--- src/rtl/psr_pkg.sv ---
package psr_pkg;
  localparam int FLAG_W = 8;
  localparam int ALU_W  = 4;
  localparam int B_N = 7;
  localparam int B_V = 6;
  localparam int B_M = 5;
  localparam int B_X = 4;
  localparam int B_D = 3;
  localparam int B_I = 2;
  localparam int B_Z = 1;
  localparam int B_C = 0;
  localparam logic [FLAG_W-1:0] RESET_STATUS = 8'h30;

  typedef enum logic [2:0] {
    OP_IDLE = 3'd0,
    OP_CLR  = 3'd1,
    OP_SET  = 3'd2,
    OP_XCE  = 3'd3,
    OP_LOAD = 3'd4,
    OP_ALU  = 3'd5,
    OP_CMP  = 3'd6,
    OP_RSV  = 3'd7
  } psr_op_e;

  typedef struct packed {
    logic n;
    logic z;
    logic c;
  } cmp_flags_t;

  // ALU enable/value bit i maps onto this status position
  function automatic int alu_pos(input int i);
    case (i)
      3:       return B_N;
      2:       return B_V;
      1:       return B_Z;
      default: return B_C;
    endcase
  endfunction
endpackage

--- src/rtl/psr_cmp_unit.sv ---
module psr_cmp_unit
  import psr_pkg::*;
#(
  parameter int WIDE_W   = 16,
  parameter int NARROW_W = 8
) (
  input  logic [WIDE_W-1:0] reg_val,
  input  logic [WIDE_W-1:0] mem_val,
  input  logic              narrow,
  output cmp_flags_t        flags
);
  logic [NARROW_W:0] diff_n;
  logic [WIDE_W:0]   diff_w;

  // extra top bit carries the borrow out of the subtraction
  assign diff_n = {1'b0, reg_val[NARROW_W-1:0]} - {1'b0, mem_val[NARROW_W-1:0]};
  assign diff_w = {1'b0, reg_val} - {1'b0, mem_val};

  always_comb begin
    if (narrow) begin
      flags.n = diff_n[NARROW_W-1];
      flags.z = (diff_n[NARROW_W-1:0] == '0);
      flags.c = ~diff_n[NARROW_W];
    end else begin
      flags.n = diff_w[WIDE_W-1];
      flags.z = (diff_w[WIDE_W-1:0] == '0);
      flags.c = ~diff_w[WIDE_W];
    end
  end
endmodule

--- src/rtl/psr_next_logic.sv ---
module psr_next_logic
  import psr_pkg::*;
(
  input  logic [FLAG_W-1:0] cur_st,
  input  logic              cur_emu,
  input  logic              op_valid,
  input  psr_op_e           op,
  input  logic [FLAG_W-1:0] mask,
  input  logic [ALU_W-1:0]  alu_wen,
  input  logic [ALU_W-1:0]  alu_flags,
  input  cmp_flags_t        cmp_flags,
  output logic [FLAG_W-1:0] nxt_st,
  output logic              nxt_emu
);
  logic [FLAG_W-1:0] raw_st;
  logic              raw_emu;
  logic [FLAG_W-1:0] alu_st;

  // per-flag merge of ALU results, one slice per enable bit
  for (genvar i = 0; i < ALU_W; i++) begin : g_alu
    localparam int POS = alu_pos(i);
    assign alu_st[POS] = alu_wen[i] ? alu_flags[i] : cur_st[POS];
  end
  assign alu_st[B_M] = cur_st[B_M];
  assign alu_st[B_X] = cur_st[B_X];
  assign alu_st[B_D] = cur_st[B_D];
  assign alu_st[B_I] = cur_st[B_I];

  always_comb begin
    raw_st  = cur_st;
    raw_emu = cur_emu;
    if (op_valid) begin
      case (op)
        OP_CLR:  raw_st = cur_st & ~mask;
        OP_SET:  raw_st = cur_st | mask;
        OP_LOAD: raw_st = mask;
        OP_XCE: begin
          raw_emu      = cur_st[B_C];
          raw_st[B_C]  = cur_emu;
        end
        OP_ALU:  raw_st = alu_st;
        OP_CMP: begin
          raw_st[B_N] = cmp_flags.n;
          raw_st[B_Z] = cmp_flags.z;
          raw_st[B_C] = cmp_flags.c;
        end
        default: ;
      endcase
    end
    nxt_st  = raw_st;
    nxt_emu = raw_emu;
    if (raw_emu) begin
      nxt_st[B_M] = 1'b1;
      nxt_st[B_X] = 1'b1;
    end
  end
endmodule

--- src/rtl/psr_mode_reg.sv ---
module psr_mode_reg
  import psr_pkg::*;
#(
  parameter int WIDE_W   = 16,
  parameter int NARROW_W = 8
) (
  input  logic              clk,
  input  logic              rst,
  input  logic              op_valid,
  input  logic [2:0]        op_code,
  input  logic [7:0]        op_mask,
  input  logic [3:0]        alu_wen,
  input  logic [3:0]        alu_flags,
  input  logic [WIDE_W-1:0] cmp_reg,
  input  logic [WIDE_W-1:0] cmp_mem,
  input  logic              cmp_idx,
  output logic [7:0]        status_q,
  output logic              emu_q,
  output logic              acc8,
  output logic              idx8,
  output logic              idx_hi_clr
);
  cmp_flags_t        cmp_flags;
  logic              cmp_narrow;
  logic [FLAG_W-1:0] nxt_st;
  logic              nxt_emu;

  assign cmp_narrow = cmp_idx ? status_q[B_X] : status_q[B_M];

  psr_cmp_unit #(.WIDE_W(WIDE_W), .NARROW_W(NARROW_W)) u_cmp (
    .reg_val (cmp_reg),
    .mem_val (cmp_mem),
    .narrow  (cmp_narrow),
    .flags   (cmp_flags)
  );

  psr_next_logic u_next (
    .cur_st    (status_q),
    .cur_emu   (emu_q),
    .op_valid  (op_valid),
    .op        (psr_op_e'(op_code)),
    .mask      (op_mask),
    .alu_wen   (alu_wen),
    .alu_flags (alu_flags),
    .cmp_flags (cmp_flags),
    .nxt_st    (nxt_st),
    .nxt_emu   (nxt_emu)
  );

  always_ff @(posedge clk) begin
    if (rst) begin
      status_q   <= RESET_STATUS;
      emu_q      <= 1'b1;
      acc8       <= RESET_STATUS[B_M];
      idx8       <= RESET_STATUS[B_X];
      idx_hi_clr <= 1'b0;
    end else begin
      status_q   <= nxt_st;
      emu_q      <= nxt_emu;
      acc8       <= nxt_st[B_M];
      idx8       <= nxt_st[B_X];
      idx_hi_clr <= ~status_q[B_X] & nxt_st[B_X];
    end
  end
endmodule

--- config.mk ---
export PLATFORM = sky130hd
export DESIGN_NAME = psr_mode_reg
export DESIGN_NICKNAME = d
export VERILOG_FILES = /design/src/rtl/psr_pkg.sv /design/src/rtl/psr_cmp_unit.sv /design/src/rtl/psr_next_logic.sv /design/src/rtl/psr_mode_reg.sv
export SDC_FILE = /design/constraint.sdc
export NUM_CORES = 1
export LEC_CHECK = 0
export ABC_AREA = 1
export BUFFER_PORTS_ARGS = -buffer_cell sky130_fd_sc_hd__buf_2
export CAP_MARGIN = 20
export CORE_UTILIZATION = 30
export CTS_CLUSTER_DIAMETER = 30
export DETAILED_ROUTE_END_ITERATION = 7
export PLACE_DENSITY = 0.58
export SKIP_CTS_REPAIR_TIMING = 1
export SLEW_MARGIN = 20
export SYNTH_ARGS = -nofsm -noshare
export SYNTH_HDL_FRONTEND = slang
export SYNTH_SLANG_ARGS = --single-unit
--- constraint.sdc ---
create_clock -name clk -period 3.55 [get_ports clk]
set_clock_uncertainty 0.2 [all_clocks]
set_input_delay 1.065 -clock clk [delete_from_list [all_inputs] [get_ports clk]]
set_output_delay 1.065 -clock clk [all_outputs]
set_load 0.02 [all_outputs]
==> flow_summary.toml, run 1 <==
[finish]
fill_cells = 703
final_cell_mix = "nand2_1 (122), inv_1 (80), buf_2 (66), nor2_1 (33), nand3_1 (17)"
diodes = 0
multiInputGateArea_sq_um = 1310
layout.nets = 491
stdcell_count = 492
regArea_sq_um = 200
drive_gt1_frac = 0.197
layout_commonest_cell = "nand2_1"
stdcell_area_sq_um = 2290
synthToLayoutAreaGrowth_pct = 24.5

[worst_setup_path]
path_max_fanout = 3
r2r_setup_slack_ns = 1.90
crit_path_end_kind = "flip-flop"
timing.rr.start = "status_q[5]"
crit_type = "input pin to flip-flop"
required_ns = 3.47
start_kind = "input pin"
regToRegEndpoint = "status_q[0]"
reg2reg_depth = 6
cp.arrival_ns = 2.79

[timing]
worstMarginPinSlew_ns = 0.578
maxSlewViolCount = 0
layout_min_cycle_time_ns = 2.87
finalHoldViolCount = 0
max_clock_freq_mhz = 348
final-setup-viol-count = 0
slew_headroom = 0.611
rsz0062_at_grt = "false"
fin_setup_tns_ns = 0
period_share = 0.808

[placed_design]
port_buffers = 66
place_congestion = 0.844
dp_hpwl_mm = 4.19
dpl_cell_area_sq_um = 2250
dp.cells = 489

[routing]
detail_route.vias_per_cell = 4.46
num_vias = 2195
drt-total-wl_mm = 4.77
drt_iter0_drc = 83
wl_per_cell_um = 9.70
drc = 0
dr.pass1.iters = 5
drtAntennaViolNets = 0

[grt]
gr-usage-met3 = 0.0216
gr-usage-met2 = 0.265
grt.total_usage = 0.155
grt_max_degree = 8
grt_pass1_vias = 2037
grt_pass1_wl_mm = 8.20
antenna_found_initial = 0
grt_use_met1 = 0.206
grt_busiest_layer = "met2"
overflow = 0

[power_and_ir_drop]
leakagePower_uw = 0.00143
p_sw_uw = 203
powerDensity_nw_per_um2 = 216
pwr-share-comb = 0.527
irDropWorstVdd_mv = 0.216
p_sw_frac = 0.410
intPower_uw = 293
seqPwrFrac = 0.239
power.share.clock = 0.233

[cts]
h-tree-depth = 1
clk_latency_ns = 0.23
clockRootBuffer = "clkbuf_8"
cts_sinks = 10
cts_buffers = 3
tritoncts = "done"
cts.clk_slew.worst_paths_ns = 0.05
clock_path_buffers = 2

[logic_synthesis]
postSynthNetCount = 422
synth_cell_types = 34
synth_top_area_frac = 0.249
avgSynthCellArea_sq_um = 5.26
syn_area_sq_um = 1840
synth_top_area_cell = "nand2_1"
synth-seq-cells = 10
ys_seq_area_frac = 0.109
synthTopCellsByArea = "nand2_1 (25%), inv_1 (16%), dfxtp_1 (11%)"
syn_inst = 350
yosys_warnings = 0

[min_path]
hp-start = "status_q[6]"
whs_path_depth = 2
hp-class = "flip-flop to flip-flop"
holdPathEnd = "status_q[6]"

[die]
fp.dieW_um = 80.4
coreArea_sq_um = 5920
die-area_sq_um = 6460
pin_count = 67
start_util = 0.311
die_h_um = 80.4
rows = 28

[run_status]
status = "finished clean"

[flow_run]
maxCapViolCount = 0
## how the worst max path moves through the flow
stage                     from     endpoint  slack (ns)  cells past startpoint
floorplan           cmp_reg[0]  status_q[1]        0.67                     21
global placement    cmp_reg[0]  status_q[1]        0.47                     22
detailed placement  cmp_reg[0]  status_q[1]        0.42                     22
CTS                 cmp_reg[0]  status_q[1]        0.67                     22
global route        cmp_reg[0]  status_q[1]        0.40                     19
finish              cmp_reg[0]  status_q[1]        0.68                     22
## area by class of cell
cell class / instances / area share
inverter: 84 / 0.138
clock buffer: 3 / 0.0180
timing repair buffer: 66 / 0.144
multi-input combinational: 254 / 0.572
tap: 75 / 0.0409
sequential: 10 / 0.0873
## sequential cells by signal, indices dropped and copies added, names as in the netlist
name,cells
status_q,8
emu_q,1
idx_hi_clr,1
## layer usage
metal,vias up,share of wire
li1,1211,-
met1,922,0.49
met2,62,0.45
met3,0,0.057
met4,0,0
met5,-,0
## power groups by stage
| stage | clock network, uW | logic (uW) | registers, uW |
|---|---|---|---|
| 3_3_place_gp | 0 | 262 | 121 |
| 2_1_floorplan | 0 | 179 | 125 |
| 6_report | 116 | 262 | 119 |
| 3_5_place_dp | 0 | 263 | 121 |
| 5_1_grt | 126 | 305 | 119 |
| 4_1_cts | 117 | 265 | 119 |
## synth_stat cells, drive strengths merged
master   number
nand3        18
o2111ai       1
mux2i         1
a221o         1
dfxtp        10
nand4         4
a31oi         2
xor2          3
or2           2
nor2         35
o311ai        1
a2bb2oi       1
inv          84
nand2       125
a22oi         2
nor3          4
xnor2         1
and2          1
o211ai        3
o21ai        13
nand3b        2
o221ai        1
buf           2
a21oi        16
ha           16
fa            1
## critical path, stage by stage
cell	delay (ns)
buf_2	0.07
inv_1	0.03
ha_1	0.21
fa_1	0.37
inv_1	0.09
nand2_1	0.07
nand2_1	0.08
nand2_1	0.08
inv_1	0.06
nand2_1	0.06
nand3_1	0.07
nand2_1	0.05
nand2_1	0.05
inv_1	0.03
nand2_1	0.05
nor2_1	0.04
nand2_1	0.05
nand2_1	0.04
nand2_1	0.07
nand2_1	0.04
nand2_1	0.06
a21oi_2	0.05
## per-stage QoR
step	util	worst slack, ns	power, uW	hold slack [ns]
after CTS	0.387	0.666	501	0.270
after global routing	0.387	0.402	550	0.290
after floorplan	-	0.672	304	0.337
final	0.387	0.680	496	0.265
after global placement	0.380	0.468	383	0.253
after detailed placement	0.380	0.417	384	0.255
## cells by family after synthesis
kind of cell               synth area share
and+or+nand+nor                       0.435
buffers and inverters                 0.179
AOI/OAI and AO/OA                     0.132
adders and majority gates             0.120
DFF                                   0.109
xor gates and xnor gates             0.0190
muxes                               0.00543
Note: power is estimated with default switching activity, not from simulation.
==> run 2: changes to the inputs <==
Settings changed: PLACE_DENSITY 0.58 to 0.6.
Clock period 3.55 ns to 2.34 ns, I/O delays scaled along.
==> flow_summary.toml, run 2 (synthesized netlist as in run 1, its figures left out) <==
[run_status]
status = "complete, but fails checks"
violations = "negative setup slack"

[placed_design]
port_buffers = 66
dp_slack_ns = -0.416
place_congestion = 0.840
dp_hpwl_mm = 4.33

[finish]
top_regs = "status_q: 8 flops, emu_q: 1 flops, idx_hi_clr: 1 flops"
regMostFlops = "status_q"
drive_gt1_frac = 0.299
diodes = 0
layout_commonest_cell = "nand2_1"
largest_reg_flops = 8
layout.nets = 515
final_cell_mix = "nand2_1 (116), inv_1 (77), buf_2 (64), nor2_1 (32), buf_4 (24)"
postLayoutCoreUtil = 0.450
synthToLayoutAreaGrowth_pct = 44.6

[power_and_ir_drop]
leakagePower_uw = 0.00156
irDropWorstVdd_mv = 0.283
p_total_uw = 864
powerDensity_nw_per_um2 = 324

[min_path]
whs_path_depth = 2
holdPathEnd = "status_q[6]"
hp-class = "flip-flop to flip-flop"
hp-start = "status_q[6]"

[grt]
grt_pass1_vias = 2112
overflow = 0
grt_max_degree = 8
grt.total_usage = 0.165
antenna_found_initial = 0
grt_pass1_wl_mm = 8.72

[die]
pin_count = 67
fp.dieW_um = 80.4
die-area_sq_um = 6460
die_h_um = 80.4
start_util = 0.311
rows = 28
coreArea_sq_um = 5920

[worst_setup_path]
slowest_stage = "fa_2"
cp_top_family = "adder cells"
regToRegEndpoint = "status_q[0]"
cp-startpoint = "cmp_reg[0]"
path_depth = 14
cp.arrival_ns = 2.34
crit_type = "input pin to flip-flop"
crit_path_end_kind = "flip-flop"
start_kind = "input pin"
worstPathCellList = "buf_8, inv_8, ha_4, fa_2, nand3_1, a21oi_1, nand3_1, nor3_1, nand2_1, nor2_1, nand2_1, nand2_1, nand2_1, a21oi_2"
r2r_setup_slack_ns = 0.79
max_stage_delay_ns = 0.51
crit_top_cell = "nand2_1"
required_ns = 2.32
reg2reg_depth = 10
timing.rr.start = "status_q[4]"
path_max_fanout = 2
crit_buf_inv = 2

[timing]
worstMarginPinSlew_ns = 0.254
max_clock_freq_mhz = 423
slew_headroom = 0.828
rsz0062_at_grt = "true"
layout_min_cycle_time_ns = 2.36
layout_setup_ws_ns = -0.0216
period_share = 1.01
final-setup-viol-count = 1
fin_setup_tns_ns = -0.0216
maxSlewViolCount = 0
finalHoldViolCount = 0

[cts]
tritoncts = "done"
cts_sinks = 10
h-tree-depth = 1
cts.clk_slew.worst_paths_ns = 0.05
clock_path_buffers = 2
cts_buffers = 3
clk_latency_ns = 0.24
clockRootBuffer = "clkbuf_8"

[routing]
detail_route.vias_per_cell = 4.47
drt_iter0_drc = 89
drt-total-wl_mm = 5.16
drc = 0
drtAntennaViolNets = 0
num_vias = 2309
wl_per_cell_um = 10.0
dr.pass1.iters = 4

[flow_run]
maxCapViolCount = 0
[run 2: report_power, final]
part           internal, uW  switching (uW)  leakage (uW)
registers               176            3.76     0.0000812
logic                   229             275       0.00145
clock network           113            66.9     0.0000216
[run 2: worst reg2reg max path, delay by kind of cell (launching register included)]
kind	cells	cell delay, ns
buffers and inverters	2	0.23
flip-flops	1	0.36
AND/OR/NAND/NOR	5	0.33
AO/OA/AOI/OAI	3	0.32
[run 2: how the worst max path moves through the flow]
stage             endpoint
6_report       status_q[1]
4_1_cts        status_q[1]
5_1_grt        status_q[1]
2_1_floorplan  status_q[1]
3_5_place_dp   status_q[1]
3_3_place_gp   status_q[1]
[run 2: stage by stage]
stage               area, sq um  cells  hold WS [ns]
global placement           2460    513         0.254
global route               2660    516         0.287
finish                     2660    516         0.263
floorplan                  1870    350         0.337
CTS                        2500    516         0.267
detailed placement         2460    513         0.255
[run 2: final cells by class]
| cell class | instances | area [sq um] |
|---|---|---|
| clock buffers | 3 | 41.3 |
| fillers | 650 | 3260 |
| inverters | 84 | 323 |
| multi-input cells | 254 | 1480 |
| flip-flops and latches | 10 | 200 |
| well taps | 75 | 93.8 |
| repair buffers | 90 | 527 |
[run 2: per-layer routing]
metal / global-route usage / wire length [um] / vias to the layer above
li1: - / - / 1266
met1: 0.222 / 2570 / 983
met2: 0.275 / 2330 / 52
met3: 0.0216 / 183 / 8
met4: 0.0446 / 74 / 0
met5: 0 / 0 / -
